File: src/rtl/rtc_periodic_irq.sv
module rtc_periodic_irq #(
  parameter int         PRESC_W  = 15,
  parameter int         UIP_LEAD = 8,
  parameter logic [7:0] BASE_IDX = 8'h0A
) (
  input  logic       clk,
  input  logic       rst_n,
  input  logic       tick_en,
  input  logic       pwr_ok,
  input  logic       alarm_match,
  input  logic       idx_we,
  input  logic       dat_we,
  input  logic       dat_re,
  input  logic [7:0] wdata,
  output logic [7:0] rdata,
  output logic       irq,
  output logic       upd_strobe
);

  localparam logic [7:0]         IDX_A    = BASE_IDX;
  localparam logic [7:0]         IDX_B    = BASE_IDX + 8'd1;
  localparam logic [7:0]         IDX_C    = BASE_IDX + 8'd2;
  localparam logic [7:0]         IDX_D    = BASE_IDX + 8'd3;
  localparam logic [2:0]         DIV_RUN  = 3'b010;
  localparam logic [PRESC_W-1:0] UIP_FROM = PRESC_W'((1 << PRESC_W) - UIP_LEAD);

  logic [7:0]         idx_q;
  logic [2:0]         div_q;
  logic [3:0]         rate_q;
  logic [7:0]         ctl_q;
  logic [PRESC_W-1:0] cnt_q;
  logic               pf_q, af_q, uf_q, upd_q;

  logic               run, div_rst, pf_ev, sec_ev, rd_c, uip, irqf;
  logic [3:0]         kexp;
  logic [PRESC_W-1:0] pmask;

  assign run     = (div_q == DIV_RUN) && tick_en;
  assign div_rst = (div_q[2:1] == 2'b11);
  assign kexp    = (rate_q < 4'd3) ? rate_q + 4'd6 : rate_q - 4'd1;
  assign pmask   = (PRESC_W'(1) << kexp) - PRESC_W'(1);
  assign pf_ev   = run && (rate_q != 4'd0) && ((cnt_q & pmask) == pmask);
  assign sec_ev  = run && !ctl_q[7] && (&cnt_q);
  assign uip     = (div_q == DIV_RUN) && !ctl_q[7] && (cnt_q >= UIP_FROM);
  assign rd_c    = dat_re && (idx_q == IDX_C);
  assign irqf    = (pf_q && ctl_q[6]) || (af_q && ctl_q[5]) || (uf_q && ctl_q[4]);

  assign irq        = irqf;
  assign upd_strobe = upd_q;

  always_ff @(posedge clk) begin
    if (!rst_n) begin
      idx_q  <= '0;
      div_q  <= '0;
      rate_q <= '0;
      ctl_q  <= '0;
      cnt_q  <= '0;
      pf_q   <= 1'b0;
      af_q   <= 1'b0;
      uf_q   <= 1'b0;
      upd_q  <= 1'b0;
    end else begin
      if (idx_we) idx_q <= wdata;
      if (dat_we && idx_q == IDX_A) begin
        div_q  <= wdata[6:4];
        rate_q <= wdata[3:0];
      end
      if (dat_we && idx_q == IDX_B) ctl_q <= wdata;
      if (div_rst)  cnt_q <= '0;
      else if (run) cnt_q <= cnt_q + PRESC_W'(1);
      upd_q <= sec_ev;
      pf_q  <= pf_ev       || (pf_q && !rd_c);
      af_q  <= alarm_match || (af_q && !rd_c);
      uf_q  <= sec_ev      || (uf_q && !rd_c);
    end
  end

  always_comb begin
    case (idx_q)
      IDX_A:   rdata = {uip, div_q, rate_q};
      IDX_B:   rdata = ctl_q;
      IDX_C:   rdata = {irqf, pf_q, af_q, uf_q, 4'b0000};
      IDX_D:   rdata = {pwr_ok, 7'b0};
      default: rdata = 8'h00;
    endcase
  end

  AST_UPD_AFTER_UIP: assert property (@(posedge clk) disable iff (!rst_n)
    upd_q |-> $past(uip));
  AST_NO_UPD_HALTED: assert property (@(posedge clk) disable iff (!rst_n)
    upd_q |-> !$past(ctl_q[7]));
  AST_READ_CLEARS: assert property (@(posedge clk) disable iff (!rst_n)
    (rd_c && !pf_ev && !sec_ev && !alarm_match) |=> !irq);
  AST_RATE_OFF: assert property (@(posedge clk) disable iff (!rst_n)
    (rate_q == 4'd0 && !pf_q) |=> !pf_q);
  AST_DIV_HELD: assert property (@(posedge clk) disable iff (!rst_n)
    div_rst |=> (cnt_q == '0));
  AST_STROBE_ONE: assert property (@(posedge clk) disable iff (!rst_n)
    upd_q |=> !upd_q);

endmodule

File: config.mk
export PLATFORM = sky130hd
export DESIGN_NAME = rtc_periodic_irq
export DESIGN_NICKNAME = d
export VERILOG_FILES = /design/src/rtl/rtc_periodic_irq.sv
export SDC_FILE = /design/constraint.sdc
export NUM_CORES = 1
export LEC_CHECK = 0
export ABC_CLOCK_PERIOD_IN_PS = 10550
export BUFFER_PORTS_ARGS = -buffer_cell sky130_fd_sc_hd__buf_2
export CAP_MARGIN = 20
export CORE_MARGIN = 2
export CORE_UTILIZATION = 45
export CTS_CLUSTER_DIAMETER = 120
export DETAILED_ROUTE_END_ITERATION = 12
export PLACE_DENSITY = 0.63
export SYNTH_ARGS = -nofsm -noshare
export SYNTH_HDL_FRONTEND = slang
export SYNTH_SLANG_ARGS = --single-unit
export TNS_END_PERCENT = 30
File: constraint.sdc
create_clock -name clk -period 10.55 [get_ports clk]
set_clock_uncertainty 0.2 [all_clocks]
set_input_delay 1.5825 -clock clk [delete_from_list [all_inputs] [get_ports clk]]
set_output_delay 1.5825 -clock clk [all_outputs]
set_load 0.02 [all_outputs]
**After elaboration in Yosys (flattened, before gate mapping)**

Index checks and enable logic that the tools add are counted.

- Register bits: 42
- Output and inout port bits: 10

- Bitwise gates (word level): 2
- Magnitude comparators: 2
- Shift-type cells: 1
- Add/sub/neg operators: 4
- Multiplexer cells: 2
- Eq/ne operators: 7
- Reduce and logical (&&, ||, !) cells: 26

Operators with widths:

| operator | count |
|---|---|
| == test 8 x 4 -> 1 bit (second input constant) | 4 |
| case mux 8 bit (4 select lines) | 1 |
| logical AND 1 bit | 16 |
| adder 15 x 1 -> 15 bit (second input constant) | 1 |
| AND 15 bit | 1 |
| == test 15 bit | 1 |
| >= comparator 15 bit (second input constant) | 1 |
| AND reduction 15 bit | 1 |
| << shifter 1 x 4 -> 15 bit (first input constant) | 1 |
| subtractor 15 x 2 -> 15 bit (second input constant) | 1 |
| logical OR 1 bit | 5 |
| adder 4 x 3 -> 4 bit (second input constant) | 1 |
| < comparator 4 x 2 -> 1 bit (second input constant) | 1 |
| 2-to-1 mux 4 bit | 1 |
| nonzero test 4 bit | 1 |
| subtractor 4 x 1 -> 4 bit (second input constant) | 1 |
| == test 3 x 2 -> 1 bit (second input constant) | 1 |
| == test 2 bit (second input constant) | 1 |
| zero test 1 bit | 2 |
| OR reduction 2 bit | 1 |
| NOT 1 bit | 1 |

**Longest topological paths before layout**

Gate-level depths: netlist (run 1).

- Depth after elaboration: 8
- Gate-level depth with buffers: 16

**Worst setup path before layout (run 1)**

OpenSTA, ideal clock, no wires.

- Kind: input -> output
- From: input pwr_ok
- To: output rdata[7]
- Required time: 8768 ps
- Setup slack: 6772 ps
- Buffers on the path: 0
- Cell stages on the path: 4
- Arrival time: 1995 ps
- Cells stage by stage: nand2_1 > o21ai_0 > nand2_1 > o21ai_0

- Cells in the longest elaborated chain, start to end: 1

RTL lines:

| item | line | RTL |
|---|---|---|
| start: declaration | 9 | `input logic pwr_ok,` |
| case mux 8 bit (4 select lines) | 79 | `case (idx_q)` |
| end: declaration | 15 | `output logic [7:0] rdata,` |

Every way passes these cells.

**Final worst setup path (run 1)**

- From: register idx_q[4]
- To: output rdata[5]

- Cells in the longest elaborated chain, start to end: 2
- Elaborated cells between the ends (all ways): 5

RTL lines:

| item | line | RTL |
|---|---|---|
| start: declaration | 27 | `logic [7:0] idx_q;` |
| start signal: assignment | 63 | `if (idx_we) idx_q <= wdata;` |
| == test 8 x 4 -> 1 bit | 79 |  |
| case mux 8 bit (4 select lines) * | 79 |  |

Mark *: on every way between the ends. The rest lies on a longest branch, timed or not.

==> metrics.md, run 1 <==
| Metric | Value |
|---|---|
| Iter 0 DRT Violations | `174` |
| CP Cell Sequence | `nand2b_1, or4_4, nor3b_1, a22oi_1, o21ai_0, buf_2` |
| Leak | `1.089 nW` |
| Core area | `5608 µm²` |
| Final cycle utilization of the critical path | `38.91%` |
| Crit start category | `register` |
| Worst path arrival time | `2.32 ns` |
| Die area | `6530 µm²` |
| Synth unique cells | `62` |
| Synth async-reset ratio | `0%` |
| Layout net count | `342` |
| Clock transition at path regs | `0.09 ns` |
| Via/cell ratio | `5.680` |
| WL per Instance | `15.03 µm` |
| Largest net degree at the start of global routing | `30` |
| Layout Area Growth over Synthesis | `8.388%` |
| Resized cells post-CTS | `0` |
| Vias in the first global route | `2143` |
| Mapped Nets | `327` |
| All-Layer GR Usage | `19.50%` |
| Vias after detailed routing | `2221` |
| Minimum clock period | `4.105 ns` |
| First-pass iteration count of the detailed router | `5` |
| GRT Residual Overflow | `0` |
| Final setup vio count | `0` |
| Predominant post-synthesis flop cell | `dfxtp_1` |
| Design Power | `0.0003090 W` |
| Top Family by Delay on Critical Path | `simple AND/OR/NAND/NOR gates` |
| EDFF count, synth | `0` |
| Most common cell after layout, fill and taps aside | `dfxtp_1` |
| Max-slew violations | `0` |
| Crit path buf inv count | `1` |
| Cell Pwr Density | `107.4 nW/µm²` |
| Max Fclk | `243.6 MHz` |
| Classification of the worst setup path | `register to primary output` |
| Critical path endpoint category | `primary output` |
| Die Y | `80.81 µm` |
| Critical path fanouts, max | `5` |
| Skew-Pair Late Insertion Delay | `0.29 ns` |
| I/O Buffers | `25` |
| Final hold vios | `0` |
| CP max stage delay | `0.59 ns` |
| Root buffer cell | `clkbuf_8` |
| Synth Area in Compound Gates | `12.25%` |
| VDD IR max | `0.08193 mV` |
| Register area | `840.8 µm²` |
| Syn Std Cell Area | `2655 µm²` |
| Warnings from Yosys | `0` |
| Clock Path Buffers | `2` |
| Die Wd | `80.81 µm` |
| Antenna-violating nets left | `0` |
| Proportion of synthesized area in mux cells | `12.21%` |
| Slew @ Worst Pin | `0.7511 ns` |
| Setup TNS | `0 ns` |
| Sinks on Clock Net | `42` |
| Required time worst endpoint | `8.77 ns` |
| Largest family of logic cells by synthesized area | `simple AND/OR/NAND/NOR gates` |
| Routability congestion estimate | `0.9245` |
| CTS Hold Bufs | `0` |
| Share of cells above drive strength 1 | `16.30%` |
| Cell taking the most area after synthesis | `dfxtp_1` |
| HP Class | `register to register` |
| Synth top area cells | `dfxtp_1 32%, mux2i_1 11%, nor2b_1 6.8%` |
| Commonest cells after routing, fill and taps aside | `42 x dfxtp_1, 29 x mux2i_1, 29 x nor2b_1, 28 x nor2_1, 25 x buf_2` |
| Antenna diodes | `0` |
| TritonCTS clock tree | `yes` |
| RSZ-0062 raised after global routing | `no` |
| Post-synthesis xor/xnor area fraction | `5.608%` |
| Initial core utilization | `47.34%` |
| Post-synthesis adder-cell area fraction | `3.770%` |
| Maximum Capacitance Violations | `0` |
| IO Pins | `26` |
| Synth Area in Simple Gates | `28.79%` |
| DR DRC count | `0` |
| Clock buffer count from CTS | `5` |
| Average cell area after synthesis | `8.763 µm²` |
| Row count | `27` |
| Relative slew slack | `49.71%` |
| Max stage delay cell, worst path | `nor3b_1` |
| Post-CTS setup buffers | `0` |
| Share of the synthesized area in the top cell type | `31.67%` |
| Status | `finished, final reports clean` |
| H-tree Lvls | `2` |
| Post-synthesis instance total | `303` |
| Hpwl dp | `4.287 mm` |
| Initial antenna violation count | `0` |
| Drt total wl | `5.878 mm` |
| Multi-input combinational cell area | `1663 µm²` |
| Yosys reg bits | `42` |
| Fill count | `564` |
| Global-route wire length before repair | `10.17 mm` |
| Sequential area share after synthesis | `31.67%` |
## sequential cells by signal, summed over array words and instances, names as in the netlist
register,flops
upd_strobe,1
pf_q,1
idx_q,8
cnt_q,15
af_q,1
div_q,3
rate_q,4
ctl_q,8
uf_q,1
## Yosys cell counts, types with 7 or more instances
library cell and count:
nand2_1 17, o21ai_0 9, xor2_1 7, nor2_1 28
inv_1 10, ha_1 8, nand3_1 10, nor2b_1 29
dfxtp_1 42, xnor2_1 10, nor3_1 7, mux2i_1 29
clkbuf_1 9
## worst paths after layout
kind	slack (ns)	from	endpoint	cells past startpoint
worst min-delay path	0.32	ctl_q[3]	ctl_q[3]	2
worst max register to register	6.60	rate_q[1]	pf_q	13
worst max-delay path	6.44	idx_q[4]	rdata[5]	6
worst min register to register	0.32	ctl_q[3]	ctl_q[3]	2
## kinds of logic after synthesis
logic type                 after synthesis
AOI/OAI and AO/OA                       42
buffers and inverters                   29
and+or+nand+nor                        134
adders and majority gates                8
DFF                                     42
muxes                                   31
xor gates and xnor gates                17
## stage by stage
| stage | instance area [µm²] | hold WS [ns] | util (%) | instances | worst slack [ns] |
|---|---|---|---|---|---|
| final | 2878 | 0.3227 | 51.32 | 391 | 6.445 |
| after global routing | 2878 | 0.3575 | 51.32 | 391 | 6.297 |
| after CTS | 2873 | 0.3308 | 51.23 | 390 | 6.478 |
| after detailed placement | 2760 | 0.3065 | 49.22 | 382 | 6.551 |
| after global placement | 2760 | 0.2886 | 49.22 | 382 | 6.639 |
| after floorplan | 2655 | 0.2733 | - | 303 | 6.772 |
## worst register-to-register path, stage by stage, from the launching register on
cell      delay, ns
dfxtp_1        0.53
inv_1          0.21
ha_1           0.32
or4b_1         0.46
o211a_1        0.28
nor3_2         0.21
nand2b_1       0.13
ha_1           0.33
nor3_1         0.22
a21oi_1        0.05
or3_1          0.32
a311oi_1       0.28
nor4_1         0.11
a31o_1         0.19
## layout make-up
class / count / area share, %
multi-input combinational: 232 / 57.78
sequential: 42 / 29.22
timing repair buffer: 26 / 4.522
tap: 72 / 3.130
clock buffer: 5 / 2.391
clock inverter: 3 / 1.522
inverter: 11 / 1.435
## routing by layer
layer / up-vias / share of wire (%) / GRT usage, % / wire, µm
met5: - / 0 / 0 / 0
met4: 0 / 0.36 / 4.068 / 21
met3: 2 / 3.9 / 4.000 / 231
met2: 48 / 48 / 32.89 / 2850
met1: 1070 / 47 / 25.82 / 2774
li1: 1101 / - / - / -
## power breakdown
| group | switching [W] | internal, W | leakage (nW) |
|---|---|---|---|
| Clock | 0.0000590 | 0.0000710 | 0.0585 |
| Combinational | 0.00000788 | 0.00000776 | 0.690 |
| Sequential | 0.00000277 | 0.000161 | 0.340 |
| Total | 0.0000696 | 0.000239 | 1.09 |
Power figures use the tool's default switching activity.
==> run 2: changes to the inputs <==
Settings changed: ABC_CLOCK_PERIOD_IN_PS 10550 to 3660, PLACE_DENSITY 0.63 to 0.66.
Clock period 10.55 ns to 3.66 ns, I/O delays scaled along.
==> run 2 against run 1 <==
Against the previous run: sequential cell count is the same; wire length grew 2.2%; worst setup slack lost 6.2 ns; power grew to 2.9 times the previous value; cell count grew 1.3%; global-route usage grew 0.22 points; combinational power grew to 3.0 times the previous value; utilization grew 0.85 points; via count is the same; clock power grew to 2.8 times the previous value; clock-buffer cell count grew 1; critical path type is now register to register.
==> metrics.md, run 2 (synthesis results as in run 1) <==
| Metric | Value |
|---|---|
| Status | `finished, final reports clean` |
| M1 GR Usage | `27.63% (+1.8 points)` |
| Slew @ Worst Pin | `0.7672 ns (+0.01607 ns)` |
| Fill count | `537 (-4.8%)` |
| Layout net count | `347 (+1.5%)` |
| Min Hold Slack | `0.2791 ns (-0.04357 ns)` |
| Antenna-violating nets left | `0 (unchanged)` |
| Crit path buf inv count | `1 (unchanged)` |
| Cell Pwr Density | `302.9 nW/µm² (+180%)` |
| Die Y | `80.81 µm (unchanged)` |
| Final hold vios | `0 (unchanged)` |
| Max reg flops | `15 (unchanged)` |
| Top Family by Delay on Critical Path | `simple AND/OR/NAND/NOR gates` |
| Maximum Capacitance Violations | `0 (unchanged)` |
| DR DRC count | `0 (unchanged)` |
| GRT Residual Overflow | `0 (unchanged)` |
| Hpwl dp | `4.458 mm (+4.0%)` |
| Global-route wire length before repair | `10.05 mm (-1.2%)` |
| RSZ-0062 raised after global routing | `no` |
| Layout Area Growth over Synthesis | `10.18%` |
| Met2 usage in global routing | `30.66% (-2.2 points)` |
| Critical path endpoint category | `register` |
| Leak | `1.108 nW (+1.7%)` |
| WL per Instance | `15.17 µm (+0.90%)` |
| CP max stage delay | `0.46 ns (-0.13 ns)` |
| Vias in the first global route | `2056 (-4.1%)` |
| Most used routing layer in global routing | `met2` |
| Largest registers | `cnt_q (15), ctl_q (8), idx_q (8)` |
| Critical path fanouts, max | `7 (+2)` |
| Vias after detailed routing | `2221 (unchanged)` |
| Minimum clock period | `3.437 ns` |
| Skew-Pair Late Insertion Delay | `0.30 ns (about the same)` |
| Internal | `0.0006892 W (+190%)` |
| I/O Buffers | `25 (unchanged)` |
| Setup TNS | `0 ns (unchanged)` |
| Max-slew violations | `0 (unchanged)` |
| Die Wd | `80.81 µm (unchanged)` |
| HP Class | `primary input to register` |
| Via/cell ratio | `5.609 (-1.3%)` |
| Final cycle utilization of the critical path | `93.91%` |
| Crit start category | `register` |
| Switching share of power | `22.22% (-0.31 points)` |
| Share of cells above drive strength 1 | `17.90% (+1.6 points)` |
| Logic pwr share | `5.2% (about the same)` |
| Commonest cells after routing, fill and taps aside | `41 x dfxtp_1, 29 x mux2i_1, 29 x nor2b_1, 27 x nor2_1, 25 x buf_2` |
| VDD IR max | `0.1758 mV (+110%)` |
| TritonCTS clock tree | `yes` |
| Sw Pwr | `0.0001969 W (+180%)` |
| Clock group share of total power | `41.7% (-0.4 points)` |
| Routability congestion estimate | `0.9313 (+0.74%)` |
| All-Layer GR Usage | `19.72% (+0.22 points)` |
| Top reg by flops | `cnt_q` |
| Core area | `5608 µm² (unchanged)` |
| Required time worst endpoint | `3.66 ns (-5.11 ns)` |
| Iter 0 DRT Violations | `270 (+55%)` |
| Row count | `27 (unchanged)` |
| Final setup vio count | `0 (unchanged)` |
| Max stage delay cell, worst path | `or4b_1` |
| Relative slew slack | `48.63% (-1.1 points)` |
| Drt total wl | `6.007 mm (+2.2%)` |
| Crit path top cell by count | `ha_1` |
| Met3 Use GR | `4.000% (unchanged)` |
| First-pass iteration count of the detailed router | `5 (unchanged)` |
| Root buffer cell | `clkbuf_8` |
| Reg2Reg Setup Slack | `0.22 ns (-6.38 ns)` |
| Initial antenna violation count | `0 (unchanged)` |
| Sinks on Clock Net | `42 (unchanged)` |
| Die area | `6530 µm² (unchanged)` |
| Flop pwr share | `53.1% (+0.2 points)` |
| H-tree Lvls | `2 (unchanged)` |
| Clock transition at path regs | `0.08 ns (about the same)` |
| Classification of the worst setup path | `register to register` |
| Worst path arrival time | `3.44 ns (+1.12 ns)` |
| Clock Path Buffers | `2 (unchanged)` |
| CP Cell Sequence | `inv_1, ha_1, or4b_1, o211a_1, nor3_4, nand2b_1, ha_1, nor3_1, a21oi_1, or3_1, a311oi_1, nor4_1, a31o_1` |
| Initial core utilization | `47.34% (unchanged)` |
| Largest net degree at the start of global routing | `30 (unchanged)` |
| Antenna diodes | `0 (unchanged)` |
| Post-CTS setup buffers | `0 (unchanged)` |
| Clock buffer count from CTS | `5 (unchanged)` |
| Most common cell after layout, fill and taps aside | `dfxtp_1` |
| IO Pins | `26 (unchanged)` |
| Max Fclk | `290.9 MHz` |
## run 2: metrics by stage
stage / worst slack (ns) / power [W] / util (%) / cells / instance area (µm²)
global placement: 0.2105 / 0.0005279 / 50.02 / 388 / 2805
detailed placement: 0.1396 / 0.0005281 / 50.02 / 388 / 2805
floorplan: 0.1327 / 0.0005108 / - / 303 / 2655
global route: 0.01924 / 0.0009196 / 52.16 / 396 / 2925
CTS: 0.1017 / 0.0008951 / 51.99 / 396 / 2915
finish: 0.2230 / 0.0008862 / 52.16 / 396 / 2925
## run 2: routing by layer
metal | up-vias | routed length [µm]
li1 | 1117 | -
met1 | 1030 | 2877
met2 | 65 | 2749
met3 | 9 | 315
met4 | 0 | 65
met5 | - | 0
## run 2: power by group through the flow
stage          Sequential (W)  Clock (W)  Combinational (W)
2_1_floorplan        0.000477          0          0.0000342
3_3_place_gp         0.000481          0          0.0000466
3_5_place_dp         0.000481          0          0.0000467
4_1_cts              0.000471   0.000378          0.0000466
5_1_grt              0.000472   0.000396          0.0000510
6_report             0.000471   0.000369          0.0000462
## run 2: path summary, 6_finish.rpt
kind / startpoint / endpoint / cells after the start
max: rate_q[1] / pf_q / 13
min reg2reg: idx_q[4] / idx_q[4] / 2
min: alarm_match / af_q / 3
max reg2reg: rate_q[1] / pf_q / 13
## run 2: cell type report
cell class              count  area (µm²)  area share [%]
clock buffers               6       72.57           2.481
clock inverters             2       37.54           1.283
inverters                  11       41.29           1.411
multi-input cells         232        1672           57.14
flip-flops and latches     42       842.1           28.79
well taps                  72       90.09           3.080
repair buffers             31       170.2           5.817
## run 2: what timing repair did
action                                  in CTS  in global routing
endpoints found under the hold margin        0                  0
hold buffers                                 0                  0
resized for setup                            0                  3
endpoints found under the setup margin       0                  1
## run 2: worst reg2reg max path, stage by stage, from the launching register on
cell	delay [ns]
dfxtp_2	0.41
inv_1	0.15
ha_1	0.30
or4b_1	0.46
o211a_1	0.20
nor3_4	0.15
nand2b_1	0.12
ha_1	0.22
nor3_1	0.20
a21oi_1	0.06
or3_1	0.32
a311oi_1	0.28
nor4_1	0.09
a31o_1	0.18
